<file path="src/rtl/wb_sched.sv">
module wb_sched #(
  parameter int PAIR_W = 4,
  parameter int HALF_W = 32
) (
  input  logic                  clk,
  input  logic                  rst_n,
  input  logic                  advance,
  input  logic                  issue_valid,
  input  logic [2:0]            issue_cls,
  input  logic [PAIR_W-1:0]     issue_pair,
  input  logic                  issue_cond,
  input  logic [2*HALF_W-1:0]   issue_data,
  output logic                  wr0_en,
  output logic [PAIR_W:0]       wr0_addr,
  output logic [HALF_W-1:0]     wr0_data,
  output logic                  wr1_en,
  output logic [PAIR_W:0]       wr1_addr,
  output logic [HALF_W-1:0]     wr1_data
);
  localparam int NSTG = 10;
  localparam int NSLOT = 6;
  localparam int SLOT_STG [NSLOT] = '{10, 9, 7, 6, 5, 4};

  logic [NSTG:1]         v;
  logic                  cond1;
  logic [2:0]            cls_q  [1:NSTG];
  logic [PAIR_W-1:0]     pair_q [1:NSTG];
  logic [2*HALF_W-1:0]   dat_q  [1:NSTG];

  // returns {write requested, upper half}
  function automatic logic [1:0] wb_kind(input int stg, input logic [2:0] c);
    case (stg)
      4:  wb_kind = (c == 3'd1) ? 2'b10 : 2'b00;
      5:  wb_kind = (c == 3'd0) ? 2'b10 : (c == 3'd1) ? 2'b11 : 2'b00;
      6:  wb_kind = (c == 3'd2) ? 2'b10 : 2'b00;
      7:  wb_kind = (c == 3'd2) ? 2'b11 : 2'b00;
      9:  wb_kind = (c == 3'd3 || c == 3'd4) ? 2'b10 : 2'b00;
      10: wb_kind = (c == 3'd4) ? 2'b11 : 2'b00;
      default: wb_kind = 2'b00;
    endcase
  endfunction

  always_ff @(posedge clk or negedge rst_n) begin
    if (!rst_n) begin
      v     <= '0;
      cond1 <= 1'b0;
    end else if (advance) begin
      v[1]  <= issue_valid;
      cond1 <= issue_cond;
      v[2]  <= v[1] & cond1;
      for (int k = 3; k <= NSTG; k++) v[k] <= v[k-1];
    end
  end

  always_ff @(posedge clk) begin
    if (advance) begin
      cls_q[1]  <= issue_cls;
      pair_q[1] <= issue_pair;
      dat_q[1]  <= issue_data;
      for (int k = 2; k <= NSTG; k++) begin
        cls_q[k]  <= cls_q[k-1];
        pair_q[k] <= pair_q[k-1];
        dat_q[k]  <= dat_q[k-1];
      end
    end
  end

  always_comb begin
    wr0_en = 1'b0; wr0_addr = '0; wr0_data = '0;
    wr1_en = 1'b0; wr1_addr = '0; wr1_data = '0;
    for (int s = 0; s < NSLOT; s++) begin
      if (v[SLOT_STG[s]] && advance && wb_kind(SLOT_STG[s], cls_q[SLOT_STG[s]])[1]) begin
        if (!wr0_en) begin
          wr0_en   = 1'b1;
          wr0_addr = {pair_q[SLOT_STG[s]], wb_kind(SLOT_STG[s], cls_q[SLOT_STG[s]])[0]};
          wr0_data = wb_kind(SLOT_STG[s], cls_q[SLOT_STG[s]])[0]
                     ? dat_q[SLOT_STG[s]][2*HALF_W-1:HALF_W] : dat_q[SLOT_STG[s]][HALF_W-1:0];
        end else if (!wr1_en) begin
          wr1_en   = 1'b1;
          wr1_addr = {pair_q[SLOT_STG[s]], wb_kind(SLOT_STG[s], cls_q[SLOT_STG[s]])[0]};
          wr1_data = wb_kind(SLOT_STG[s], cls_q[SLOT_STG[s]])[0]
                     ? dat_q[SLOT_STG[s]][2*HALF_W-1:HALF_W] : dat_q[SLOT_STG[s]][HALF_W-1:0];
        end
      end
    end
  end
endmodule

</file>
<file path="config.mk">
export PLATFORM = sky130hd
export DESIGN_NAME = wb_sched
export DESIGN_NICKNAME = d
export VERILOG_FILES = /design/src/rtl/wb_sched.sv
export SDC_FILE = /design/constraint.sdc
export NUM_CORES = 1
export LEC_CHECK = 0
export ABC_AREA = 0
export BUFFER_PORTS_ARGS = -buffer_cell sky130_fd_sc_hd__buf_2
export CAP_MARGIN = 20
export CORE_ASPECT_RATIO = 1.5
export CORE_UTILIZATION = 30
export DETAILED_ROUTE_END_ITERATION = 8
export SETUP_SLACK_MARGIN = 0.4
export SYNTH_ARGS = -nofsm -noshare
export SYNTH_HDL_FRONTEND = slang
export SYNTH_SLANG_ARGS = --single-unit
</file>
<file path="constraint.sdc">
create_clock -name clk -period 8 [get_ports clk]
set_input_delay 2 -clock clk [delete_from_list [all_inputs] [get_ports clk]]
set_output_delay 2 -clock clk [all_outputs]
set_load 0.01 [all_outputs]
</file>
==> Yosys cells after proc, flatten, opt, wreduce, memory -nomap -nowiden <==
Memories as Yosys holds them, arrays and structs flattened.
Cells that the tools add are included.
{ "totals": {"reg_bits": 11, "latch_bits": 0, "ram_bits": 710, "romBits": 0, "input_bits": 76, "output_inout_bits": 76, "mem_count": 3} }
{ "memory_table": {"columns": ["name", "words", "width", "read_ports", "rd_ports_with_merged_regs", "write_ports", "line", "source"], "rows": [
  ["dat_q", 10, 64, 10, 0, 10, "28", "logic [2*HALF_W-1:0] dat_q [1:NSTG];"],
  ["pair_q", 10, 4, 10, 0, 10, "27", "logic [PAIR_W-1:0] pair_q [1:NSTG];"],
  ["cls_q", 10, 3, 10, 0, 10, "26", "logic [2:0] cls_q [1:NSTG];"]
]} }
{ "op_classes": {"add_sub_neg": 0, "mul": 0, "n_div": 0, "n_lt_le_gt_ge": 0, "n_eq_ne": 7, "shifts": 0, "n_mux": 111, "bitwise": 1, "reduce_logical": 14} }
{ "op_table": {"columns": ["op", "count"], "rows": [
  ["2-to-1 mux 32 bit", 36],
  ["2-to-1 mux 5 bit", 25],
  ["2-to-1 mux 1 bit", 43],
  ["2-to-1 mux 2 bit", 7],
  ["logical AND 1 bit", 12],
  ["equality test 3 x 2 -> 1 bit (second input constant)", 3],
  ["equality test 3 x 1 -> 1 bit (second input constant)", 2],
  ["equality test 3 bit (second input constant)", 2],
  ["zero test 3 bit", 1],
  ["AND 1 bit", 1],
  ["logical OR 1 bit", 1]
]} }

==> Logic depth before layout (Yosys ltp) <==
An unclocked memory read counts as a cell.
{ "depth": {"ltp_word": 23, "ltp_mapped": 10} }

==> Worst setup path before layout <==
No wires, ideal clock.
{ "synth_path": {"path_kind": "input -> output", "from": "in advance", "to": "out wr1_data[11]", "t_arrival_ns": 3.865, "t_required_ns": 6.000, "slack_ns": 2.135, "cell_stages": 9, "path_cell_list": "buf_4 -> nand4b_4 -> nor2_2 -> buf_2 -> or3_1 -> a211o_1 -> a21oi_4 -> buf_4 -> mux2_2"} }
{ "synth_between": {"elab_chain_len": 17, "elab_cells_between_ends": 39, "classes_between": "mux (27); reduce/logical (12)"} }
{ "synth_rtl": {"columns": ["element", "line", "source"], "rows": [
  ["from (decl)", "7", "input logic advance,"],
  ["logical AND 1 bit (2 in a row)", "72", "if (v[SLOT_STG[s]] && advance && wb_kind(SLOT_STG[s], cls_q[SLOT_STG[s]])[1]) begin"],
  ["2-to-1 mux 1 bit", "72", null],
  ["2-to-1 mux 32 bit or 2-to-1 mux 1 bit (tied branches)", "73", "if (!wr0_en) begin"],
  ["2-to-1 mux 32 bit or 2-to-1 mux 1 bit (tied branches)", "72", null],
  ["2-to-1 mux 32 bit", "78", "end else if (!wr1_en) begin"],
  ["2-to-1 mux 32 bit", "73", null],
  ["2-to-1 mux 32 bit", "72", null],
  ["2-to-1 mux 32 bit", "78", null],
  ["2-to-1 mux 32 bit", "73", null],
  ["2-to-1 mux 32 bit", "72", null],
  ["2-to-1 mux 32 bit", "78", null],
  ["2-to-1 mux 32 bit", "73", null],
  ["2-to-1 mux 32 bit", "72", null],
  ["2-to-1 mux 32 bit", "78", null],
  ["2-to-1 mux 32 bit", "73", null],
  ["2-to-1 mux 32 bit (*)", "72", null],
  ["to (decl)", "18", "output logic [HALF_W-1:0] wr1_data"]
]} }
Mark *: on every way between the ends. The rest lies on a longest branch, timed or not.

==> Worst setup path after layout <==
Ends and elaborated chain as after synthesis.

==> load_flow_metrics.sql <==
INSERT INTO impl_metrics (metric_group, metric, value, unit) VALUES
('outcome', 'outcome', 'finished with violations', ''),
('outcome', 'violations', 'design-rule violations', ''),
('worst_setup_path', 'cp.arrival', '5100', 'ps'),
('synthesis', 'synthesis.nets', '1450', ''),
('clock_tree', 'cts_hold_repair.buffers', '0', ''),
('layout', 'layout-drive-gt1-share', '21.1', '%'),
('worst_setup_path', 'type_of_destination_of_the_critical_path', 'primary output', ''),
('route', 'routed-wl-met3', '3.57', 'mm'),
('die', 'chipHeight', '353', 'um'),
('pwr', 'p_clk_share', '39.2', '%'),
('route', 'met2_length', '25.4', 'mm'),
('die', 'core_area', '81400', 'sq um'),
('sta', 'fin_tns_setup', '0', 'ps'),
('clock_tree', 'cts-resized-gates', '0', ''),
('hold_path', 'hold_class', 'reg2reg', ''),
('sta', 'period_share', '88.8', '%'),
('pwr', 'ir_drop', '0.000170', 'V'),
('synthesis', 'synthesis.instances', '1374', ''),
('synthesis', 'syn_area_per_cell', '18.0', 'sq um'),
('worst_setup_path', 'path_class', 'in2out', ''),
('layout', 'mostFrequentLayoutCell', 'sky130_fd_sc_hd__edfxtp_1', ''),
('worst_setup_path', 'worst_setup_path_start_kind', 'input pin', ''),
('sta', 'period_minus_slack', '7100', 'ps'),
('die', 'initial_utilization', '30.4', '%'),
('pwr', 'finalPower', '7.56', 'mW'),
('worst_setup_path', 'crit_top_cell', 'sky130_fd_sc_hd__buf_4', ''),
('layout', 'final_net_count', '1626', ''),
('synthesis', 'synth_seq_area_share', '83.5', '%'),
('worst_setup_path', 'critPathTopFamily', 'buffers and inverters', ''),
('pwr', 'comb_power_share', '3.7', '%'),
('sta', 'unrepaired_setup_endpoints_after_global_routing', 'no', ''),
('pwr', 'power.static_leakage', '9.89', 'nW'),
('route', 'routed_wire_length_per_instance', '20.1', 'um'),
('die', 'ios', '152', ''),
('pwr', 'p_sw_share', '21.4', '%'),
('synthesis', 'post_synthesis_async_set_or_reset_flop_share', '1.60', '%'),
('worst_setup_path', 'cp_slowest_stage_delay', '650', 'ps'),
('clock_tree', 'clock_insertion_delay_worst_skew', '610', 'ps'),
('placed_design', 'finalWeightedCongestion', '0.935', ''),
('synthesis', 'yosys_warnings', '0', ''),
('flow_run', 'maxCapViolations', '0', ''),
('sta', 'final_setup_slack_of_the_worst_path', '899', 'ps'),
('worst_setup_path', 'timing.critical_path.fanout_max', '45', ''),
('route', 'highest-signal-layer', 'met4', ''),
('layout', 'layout_common_cells', 'sky130_fd_sc_hd__edfxtp_1 (678), sky130_fd_sc_hd__nand2_1 (165), sky130_fd_sc_hd__buf_2 (150), sky130_fd_sc_hd__clkbuf_16 (68), sky130_fd_sc_hd__a21oi_1 (46)', ''),
('sta', 'number_of_slew_limit_violations_in_the_final_report', '0', ''),
('global_route', 'vias_in_the_first_global_route', '12900', ''),
('clock_tree', 'numClockSinks', '689', ''),
('global_route', 'grt_first_pass_wirelength', '79.6', 'mm'),
('route', 'drc', '3', ''),
('synthesis', 'synth_area', '24700', 'sq um'),
('global_route', 'antenna_violations_before_repair', '0', ''),
('route', 'routed_wirelength', '53.0', 'mm'),
('sta', 'setup_viol_count_final', '0', ''),
('worst_setup_path', 'number_of_buffer_and_inverter_instances_along_the_worst_setup_path', '4', ''),
('clock_tree', 'cts.clk_slew.worst_paths', '60', 'ps'),
('global_route', 'grt_max_degree', '91', ''),
('die', 'rows', '128', ''),
('route', 'post_drt_via_cell_ratio', '4.97', ''),
('clock_tree', 'cts_root_buf', 'sky130_fd_sc_hd__clkbuf_16', ''),
('die', 'die_w', '236', 'um'),
('placed_design', 'place_inst', '2520', ''),
('clock_tree', 'clock_tree_from_tritoncts', 'built', ''),
('global_route', 'track_usage', '12.6', '%'),
('clock_tree', 'cts_buffer_depth', '3', ''),
('clock_tree', 'h-tree-depth', '3', ''),
('sta', 'worst_pin_slew', '1010', 'ps'),
('route', 'initial_detailed_routing_violation_count', '1514', ''),
('synthesis', 'synth-seq-cells', '689', ''),
('placed_design', 'io_buffers', '151', ''),
('sta', 'max_slew_margin', '32.5', '%');
-- final cells by class --
type / count / area (sq um)
clock buffers: 78 / 1740
clock inverters: 38 / 290
fillers: 7615 / 52500
inverters: 4 / 15.0
multi-input cells: 605 / 3780
flip-flops and latches: 689 / 20600
well taps: 1040 / 1300
repair buffers: 184 / 1070
-- cells by family after synthesis --
| kind of cell | after synthesis | share of synthesized area (%) |
|---|---|---|
| mux | 48 | 2.16 |
| buf+inv | 80 | 1.42 |
| flops | 689 | 83.5 |
| xor+xnor | 2 | 0.101 |
| compound gates | 271 | 7.74 |
| simple gates | 284 | 5.06 |
-- layer usage --
| metal | vias to the layer above | global-route usage, % |
|---|---|---|
| met4 | 0 | 7.29 |
| met2 | 647 | 20.1 |
| met3 | 186 | 2.77 |
| li1 | 5795 | - |
| met5 | - | 0 |
| met1 | 6472 | 15.7 |
-- metrics by stage --
step / cell area [sq um] / util, % / hold WS (ps)
global route: 28800 / 35.4 / 405
detailed placement: 26700 / 32.9 / 405
finish: 28800 / 35.4 / 395
CTS: 28800 / 35.4 / 402
global placement: 26700 / 32.9 / 400
floorplan: 24700 / - / 400
-- cells in the mapped netlist, drive strengths merged, types with 4 or more instances --
cell	number	share of area, %
a32oi	24	0.85
a211o	5	0.18
buf	34	0.72
a211oi	13	0.39
edfxtp	678	82
a21oi	47	1.0
o21a	25	0.76
nand3	45	0.91
o2bb2ai	4	0.14
a31oi	29	0.73
o21ai	39	0.79
a32o	12	0.49
mux2	43	2.0
nand2	166	2.5
clkbuf	42	0.64
o22ai	35	0.89
dfrtp	11	1.1
mux2i	5	0.20
nor2	47	0.74
inv	4	0.061
a221o	26	1.1
and3	5	0.13
a311o	7	0.28
-- registers in the layout, summed over array words and instances, names as in the netlist --
| register | flops |
|---|---|
| cls_q | 30 |
| cond1 | 1 |
| dat_q | 608 |
| pair_q | 40 |
| v | 10 |
-- worst paths after layout --
| check | from | end | slack, ps | cells past startpoint |
|---|---|---|---|---|
| min | dat_q[0][425] | dat_q[0][489] | 400 | 0 |
| max reg2reg | cls_q[0][20] | cls_q[0][23] | 7180 | 0 |
| max | advance | wr1_data[11] | 900 | 10 |
| min reg2reg | dat_q[0][425] | dat_q[0][489] | 400 | 0 |
| min in group asynchronous | rst_n | v[10] | 1250 | 1 |
| max in group asynchronous | rst_n | v[9] | 6540 | 1 |
-- power by group through the flow --
| stage | Sequential [mW] | Clock (mW) | Combinational (mW) |
|---|---|---|---|
| 6_report | 4.32 | 2.96 | 0.278 |
| 2_1_floorplan | 4.35 | 0 | 0.113 |
| 3_5_place_dp | 4.40 | 0 | 0.276 |
| 4_1_cts | 4.33 | 3.07 | 0.276 |
| 3_3_place_gp | 4.39 | 0 | 0.270 |
| 5_1_grt | 4.34 | 3.20 | 0.300 |
Note: power is estimated with default switching activity, not from simulation.
